<file path="src/rtl/scm_pkg.sv">
package scm_pkg;

  typedef enum logic [2:0] {
    ST_IDLE,
    ST_LEAD,
    ST_HIGH,
    ST_LOW,
    ST_TRAIL,
    ST_FIN
  } scm_state_e;

  // pick one of three values by rate code; codes 2 and 3 share the slow value
  function automatic int unsigned pick_rate(logic [1:0] sel, int unsigned v_fast,
                                            int unsigned v_mid, int unsigned v_slow);
    case (sel)
      2'd0:    return v_fast;
      2'd1:    return v_mid;
      default: return v_slow;
    endcase
  endfunction

  // legal bit count: zero becomes one, above the maximum becomes the maximum
  function automatic int unsigned clamp_bits(int unsigned req, int unsigned nmax);
    if (req == 0) return 1;
    if (req > nmax) return nmax;
    return req;
  endfunction

  function automatic int unsigned max2(int unsigned a, int unsigned b);
    return (a > b) ? a : b;
  endfunction

endpackage

</file>
<file path="src/rtl/scm_timer.sv">
module scm_timer #(
  parameter int unsigned CW = 14
) (
  input  logic          clk,
  input  logic          rst_n,
  input  logic          load,
  input  logic [CW-1:0] load_val,
  output logic          expired,
  output logic [CW-1:0] remain
);
  logic [CW-1:0] cnt_q;

  // a phase loaded with N lasts exactly N cycles: N-1 down to 0
  always_ff @(posedge clk or negedge rst_n) begin
    if (!rst_n)              cnt_q <= '0;
    else if (load)           cnt_q <= load_val - CW'(1);
    else if (cnt_q != '0)    cnt_q <= cnt_q - CW'(1);
  end

  assign expired = (cnt_q == '0);
  assign remain  = cnt_q;
endmodule

</file>
<file path="src/rtl/scm_shifter.sv">
module scm_shifter #(
  parameter int unsigned NMAX = 16,
  localparam int unsigned NBW = $clog2(NMAX + 1)
) (
  input  logic            clk,
  input  logic            rst_n,
  input  logic            load,
  input  logic [NMAX-1:0] tx_word,
  input  logic [NBW-1:0]  nbits,
  input  logic            shift_out,
  input  logic            capture,
  input  logic            miso,
  output logic            mosi,
  output logic [NMAX-1:0] rx_data
);
  logic [NMAX-1:0] tx_sh;
  logic [NMAX-1:0] rx_sh;

  always_ff @(posedge clk or negedge rst_n) begin
    if (!rst_n) begin
      tx_sh <= '0;
      rx_sh <= '0;
    end else begin
      if (load)           tx_sh <= tx_word << (NBW'(NMAX) - nbits);
      else if (shift_out) tx_sh <= {tx_sh[NMAX-2:0], 1'b0};
      if (load)           rx_sh <= '0;
      else if (capture)   rx_sh <= {rx_sh[NMAX-2:0], miso};
    end
  end

  assign mosi    = tx_sh[NMAX-1];
  assign rx_data = rx_sh;
endmodule

</file>
<file path="src/rtl/serial_cs_master.sv">
module serial_cs_master
  import scm_pkg::*;
#(
  parameter int unsigned NMAX        = 16,
  parameter int unsigned T_LOW       = 330,
  parameter int unsigned T_HIGH_FAST = 258,
  parameter int unsigned T_HIGH_MID  = 678,
  parameter int unsigned T_HIGH_SLOW = 9750,
  parameter int unsigned T_SAMP_FAST = 114,
  parameter int unsigned T_SAMP_MID  = 534,
  parameter int unsigned T_SAMP_SLOW = 9606,
  parameter int unsigned T_LEAD      = 912,
  parameter int unsigned T_TRAIL     = 816,
  parameter int unsigned T_SETUP     = 54
) (
  input  logic        clk,
  input  logic        rst_n,
  input  logic        start,
  input  logic [1:0]  rate_sel,
  input  logic [4:0]  bit_count,
  input  logic [15:0] tx_word,
  input  logic        miso,
  output logic        sclk,
  output logic        cs_n,
  output logic        mosi,
  output logic        busy,
  output logic        done,
  output logic [15:0] rx_word
);
  localparam int unsigned NBW  = $clog2(NMAX + 1);
  localparam int unsigned TMAX = max2(max2(max2(T_LEAD, T_TRAIL), max2(T_LOW, T_HIGH_FAST)),
                                      max2(T_HIGH_MID, T_HIGH_SLOW));
  localparam int unsigned CW   = $clog2(TMAX + 1);

  scm_state_e    state;
  logic          sclk_q, cs_n_q, done_q;
  logic [15:0]   rx_word_q;
  logic [1:0]    rate_q;
  logic [NBW-1:0] bits_left;

  logic          tmr_load, tmr_expired;
  logic [CW-1:0] tmr_val, tmr_remain;
  logic [CW-1:0] hi_len, samp_len;
  logic [NBW-1:0] req_bits;
  logic          start_ok, rise_ev, fall_ev, sample_ev, last_bit;
  logic [NMAX-1:0] rx_data;

  assign start_ok  = start && (state == ST_IDLE);
  assign req_bits  = NBW'(clamp_bits(int'(bit_count), NMAX));
  assign hi_len    = CW'(pick_rate(rate_q, T_HIGH_FAST, T_HIGH_MID, T_HIGH_SLOW));
  assign samp_len  = CW'(pick_rate(rate_q, T_SAMP_FAST, T_SAMP_MID, T_SAMP_SLOW));
  assign last_bit  = (bits_left == NBW'(1));
  assign rise_ev   = tmr_expired && (state == ST_LEAD || state == ST_LOW);
  assign fall_ev   = tmr_expired && (state == ST_HIGH);
  // remain counts down from hi_len-1; samp_len cycles after the rising edge
  assign sample_ev = (state == ST_HIGH) && (tmr_remain == hi_len - samp_len);

  always_comb begin
    tmr_load = 1'b0;
    tmr_val  = '0;
    if (start_ok) begin
      tmr_load = 1'b1;
      tmr_val  = CW'(T_LEAD);
    end else if (rise_ev) begin
      tmr_load = 1'b1;
      tmr_val  = hi_len;
    end else if (fall_ev) begin
      tmr_load = 1'b1;
      tmr_val  = last_bit ? CW'(T_TRAIL) : CW'(T_LOW);
    end
  end

  scm_timer #(.CW(CW)) u_timer (
    .clk      (clk),
    .rst_n    (rst_n),
    .load     (tmr_load),
    .load_val (tmr_val),
    .expired  (tmr_expired),
    .remain   (tmr_remain)
  );

  scm_shifter #(.NMAX(NMAX)) u_shift (
    .clk       (clk),
    .rst_n     (rst_n),
    .load      (start_ok),
    .tx_word   (tx_word[NMAX-1:0]),
    .nbits     (req_bits),
    .shift_out (fall_ev && !last_bit),
    .capture   (sample_ev),
    .miso      (miso),
    .mosi      (mosi),
    .rx_data   (rx_data)
  );

  always_ff @(posedge clk or negedge rst_n) begin
    if (!rst_n) begin
      state     <= ST_IDLE;
      sclk_q    <= 1'b0;
      cs_n_q    <= 1'b1;
      done_q    <= 1'b0;
      rx_word_q <= '0;
      rate_q    <= '0;
      bits_left <= '0;
    end else begin
      done_q <= 1'b0;
      case (state)
        ST_IDLE: if (start_ok) begin
          state     <= ST_LEAD;
          cs_n_q    <= 1'b0;
          rate_q    <= rate_sel;
          bits_left <= req_bits;
        end
        ST_LEAD, ST_LOW: if (rise_ev) begin
          state  <= ST_HIGH;
          sclk_q <= 1'b1;
        end
        ST_HIGH: if (fall_ev) begin
          sclk_q <= 1'b0;
          if (last_bit) state <= ST_TRAIL;
          else begin
            state     <= ST_LOW;
            bits_left <= bits_left - NBW'(1);
          end
        end
        ST_TRAIL: if (tmr_expired) begin
          state     <= ST_FIN;
          cs_n_q    <= 1'b1;
          done_q    <= 1'b1;
          rx_word_q <= 16'(rx_data);
        end
        default: state <= ST_IDLE;
      endcase
    end
  end

  assign sclk    = sclk_q;
  assign cs_n    = cs_n_q;
  assign done    = done_q;
  assign busy    = (state != ST_IDLE);
  assign rx_word = rx_word_q;
endmodule

</file>
<file path="config.mk">
export PLATFORM = sky130hd
export DESIGN_NAME = serial_cs_master
export DESIGN_NICKNAME = d
export VERILOG_FILES = /design/src/rtl/scm_pkg.sv /design/src/rtl/scm_timer.sv /design/src/rtl/scm_shifter.sv /design/src/rtl/serial_cs_master.sv
export SDC_FILE = /design/constraint.sdc
export NUM_CORES = 1
export LEC_CHECK = 0
export BUFFER_PORTS_ARGS = -buffer_cell sky130_fd_sc_hd__buf_2
export CAP_MARGIN = 40
export CORE_MARGIN = 2
export CORE_UTILIZATION = 50
export DETAILED_ROUTE_END_ITERATION = 6
export PLACE_DENSITY = 0.81
export SETUP_SLACK_MARGIN = 0.4
export SLEW_MARGIN = 0
export SYNTH_ARGS = -nofsm -noshare
export SYNTH_HDL_FRONTEND = slang
export SYNTH_SLANG_ARGS = --single-unit
</file>
<file path="constraint.sdc">
create_clock -name clk -period 5.25 [get_ports clk]
set_input_delay 1.575 -clock clk [delete_from_list [all_inputs] [get_ports clk]]
set_output_delay 1.575 -clock clk [all_outputs]
set_load 0.03 [all_outputs]
</file>
==> summary.txt <==
Setup path
  • Reg2reg setup slack: 2030 ps
  • Worst R2R Path Depth: 11
  • Arrival @ worst endpoint: 4130 ps
  • Worst R2R Start: u_timer.remain[0]$_DFFE_PN0P_
  • Most used cell, CP: buf_4
  • Critical Path End Type: flop
  • CP peak stage delay: 540 ps
  • Reg2reg end: u_timer.remain[12]$_DFFE_PN0P_
  • CP startpoint kind: primary input
  • Critical path's slowest cell: mux4_2
  • Critical-path cell list: buf_2, nor3_1, o21bai_1, buf_4, ha_1, buf_4, mux4_2, nand2_1, o21ai_0, a221oi_1, a21oi_1
  • CP delay by family, top: compound AO/OA/AOI/OAI gates
  • Combined buffer and inverter count along the critical path: 3
  • WS Path Type: in2reg
  • Maximum fanout along the worst path: 19
  • Required time of the worst setup path: 5480 ps

Synth
  • Yosys reg bits: 75
  • Ys async rst share: 100%
  • Cell area after synthesis: 4290 sq um
  • Gate Count Post-Synth: 448
  • Area share of the largest cell type after synthesis: 43.1%
  • Post-synth net total: 479
  • Synth Warn #: 0
  • Count leader, synth: dfrtp_1
  • Yosys cell types: 71
  • EDFF count, synth: 0
  • Post-Syn Area per Cell: 9.59 sq um
  • Sequential-to-total area share from yosys stat: 43.7%
  • Synth Flop Type: dfrtp_1
  • Synth area leaders: dfrtp_1, mux4_2, nand2_1
  • Post-synth top cells: dfrtp_1, nand2_1, nor2_1, a21oi_1, nand3_1
  • Synth area leader: dfrtp_1

Drt
  • DR vias: 3668
  • Met2 Wirelength: 4560 um
  • DRC errors left: 0
  • Drt total wl: 9530 um
  • Post-DRT Antenna Nets: 0
  • Max layer used: met4
  • Vias per cell: 6.13
  • Metal1 wirelength: 4290 um
  • Drt wl/cell: 15.9 um
  • Metal3 WL: 506 um
  • DR pass1 iterations: 5
  • DRT iter0 DRCs: 153

Clock network
  • Cts repair resizes: 0
  • Root buf cell: clkbuf_8
  • Post-CTS setup buffer count: 0
  • CTS Sinks: 75
  • H-tree depth: 3
  • Clk buf depth: 2
  • Clock network latency to the later pin of the worst-skew pair: 360 ps
  • Hold buffer count at CTS: 0
  • TritonCTS clock tree: yes
  • Worst-path clk slew: 90 ps
  • CTS Buf Count: 9

Timing
  • Final min period: 3900 ps
  • RSZ-0062 raised after global routing: no
  • Worst Tran Pin Value: 832 ps
  • Layout Skew: 14.7 ps
  • Setup slack after layout: 1350 ps
  • Max Fclk: 256 MHz
  • Final hold slack: 487 ps
  • Endpoints failing hold: 0
  • Fin. max-slew vios: 0
  • # setup viols final: 0
  • Final setup TNS: 0 ps
  • Final period utilization: 74.3%
  • Max-slew headroom: 44.4%

Power and ir drop
  • Pint: 0.917 mW
  • Switch Pwr: 0.441 mW
  • Logic pwr share: 20.7%
  • Pwr dens: 282 nW/um^2
  • Sequential share of power: 48.0%
  • Clock power frac: 31.2%
  • Pleak: 2.16 nW
  • Worst VDD drop: 0.161 mV
  • Total Power: 1.36 mW
  • Switching part of the total: 32.5%

Die
  • Total core area: 8260 sq um
  • Die footprint: 9350 sq um
  • Ports: 48
  • Die Wd: 96.7 um
  • Starting Density: 52.0%
  • Row count: 33
  • Die Ht: 96.7 um

Finish
  • P&R area growth vs syn: 12.3%
  • Nets: 519
  • Util after Layout: 58.4%
  • Layout cells sized above 1: 23.1%
  • Post-layout instance area: 4820 sq um
  • Antenna Cells: 0
  • Non-Filler Instances: 598

Hold path
  • Worst hold path type: reg2reg
  • Hold Path Sink: rx_word[1]$_DFFE_PN0P_
  • Worst hold start: rx_word[1]$_DFFE_PN0P_
  • Hold Crit Depth: 1

Placement
  • Post-DP HPWL: 7100 um
  • Port Buf Inserts: 47
  • DP Cell Count: 582
  • Routability cong.: 0.904
  • Placed instance area: 4630 sq um
  • Dpl ws: 994 ps

Global route
  • Largest net degree at the start of global routing: 45
  • Vias in the first global route: 3482
  • Grt total ovfl: 0
  • First-pass GRT wire length: 16700 um
  • Total track usage: 21.4%
  • Initial antenna violation count: 0

Status
  • Outcome: complete, no violations

Run
  • Maxcap violations: 0
[flip-flops by register name, summed over array words and instances, names as in the netlist]
register,count
bits_left,5
cs_n,1
done,1
rate_q,2
rx_word,16
sclk,1
state,3
u_shift.rx_data,16
u_shift.tx_sh,16
u_timer.remain,14
[power groups by stage]
stage / sequential (mW) / clock [mW] / combinational (mW)
floorplan: 0.652 / 0 / 0.207
global placement: 0.663 / 0 / 0.269
detailed placement: 0.663 / 0 / 0.278
CTS: 0.651 / 0.434 / 0.279
global route: 0.658 / 0.469 / 0.314
finish: 0.652 / 0.424 / 0.282
[worst register-to-register path, delay by kind of cell, from the launching register on]
| family | cells | cell delay [ps] |
|---|---|---|
| AOI/OAI and AO/OA | 5 | 1050 |
| adders and majority gates | 1 | 170 |
| DFF | 1 | 470 |
| and+or+nand+nor | 5 | 1410 |
[how the worst max path moves through the flow]
stage	startpoint	cells after the start	to	slack, ps
final	bit_count[1]	11	u_shift.tx_sh[14]$_DFFE_PN0P_	1350
after detailed placement	bit_count[1]	11	u_shift.tx_sh[14]$_DFFE_PN0P_	990
after global routing	bit_count[1]	11	u_shift.tx_sh[12]$_DFFE_PN0P_	1190
after CTS	bit_count[1]	11	u_shift.tx_sh[14]$_DFFE_PN0P_	1370
after global placement	bit_count[1]	11	u_shift.tx_sh[14]$_DFFE_PN0P_	1040
after floorplan	bit_count[1]	11	u_shift.tx_sh[14]$_DFFE_PN0P_	830
[cell usage in the layout (no fill, tap or decap), types with 3 or more instances in the layout]
cell type	synthesis	routed
ha_1	4	4
or4_1	4	4
dfrtp_1	74	74
mux2i_1	4	4
mux4_2	12	12
buf_2	2	47
mux2_1	5	5
or2_1	3	3
nand2b_1	5	5
nor2_1	51	51
a31oi_1	3	3
a21oi_1	33	33
a221oi_1	5	5
nor3_1	11	11
or3_1	3	3
a211oi_1	6	6
nand2_1	70	70
clkbuf_8	0	9
inv_6	0	3
nand3_1	21	21
a22oi_1	3	3
o211ai_1	3	3
buf_4	0	5
o21ai_0	15	15
xnor2_1	5	5
mux2_2	16	16
inv_1	5	5
and2_1	5	5
[layout make-up]
type                            instances  area [sq um]
Sequential cell                        75          1880
Clock buffer                            9           124
Timing Repair Buffer                   54           304
Clock inverter                          7          65.1
Fill cell                             719          3440
Inverter                                5          18.8
Multi-Input combinational cell        343          2300
Tap cell                              105           131
[cell families after synthesis]
logic type / Yosys count / synth area share, %
compound gates: 98 / 15.0
xor+xnor: 7 / 1.43
fa+ha+maj: 4 / 1.17
buf+inv: 30 / 3.03
flops: 75 / 43.7
mux: 37 / 12.7
simple gates: 197 / 22.9
[layer usage]
| metal | vias up | global-route usage (%) |
|---|---|---|
| met5 | - | 0 |
| met4 | 0 | 8.45 |
| met3 | 16 | 2.82 |
| met2 | 134 | 34.1 |
| met1 | 1798 | 30.0 |
| li1 | 1720 | - |
No activity file was read; power rests on OpenSTA's default activity.
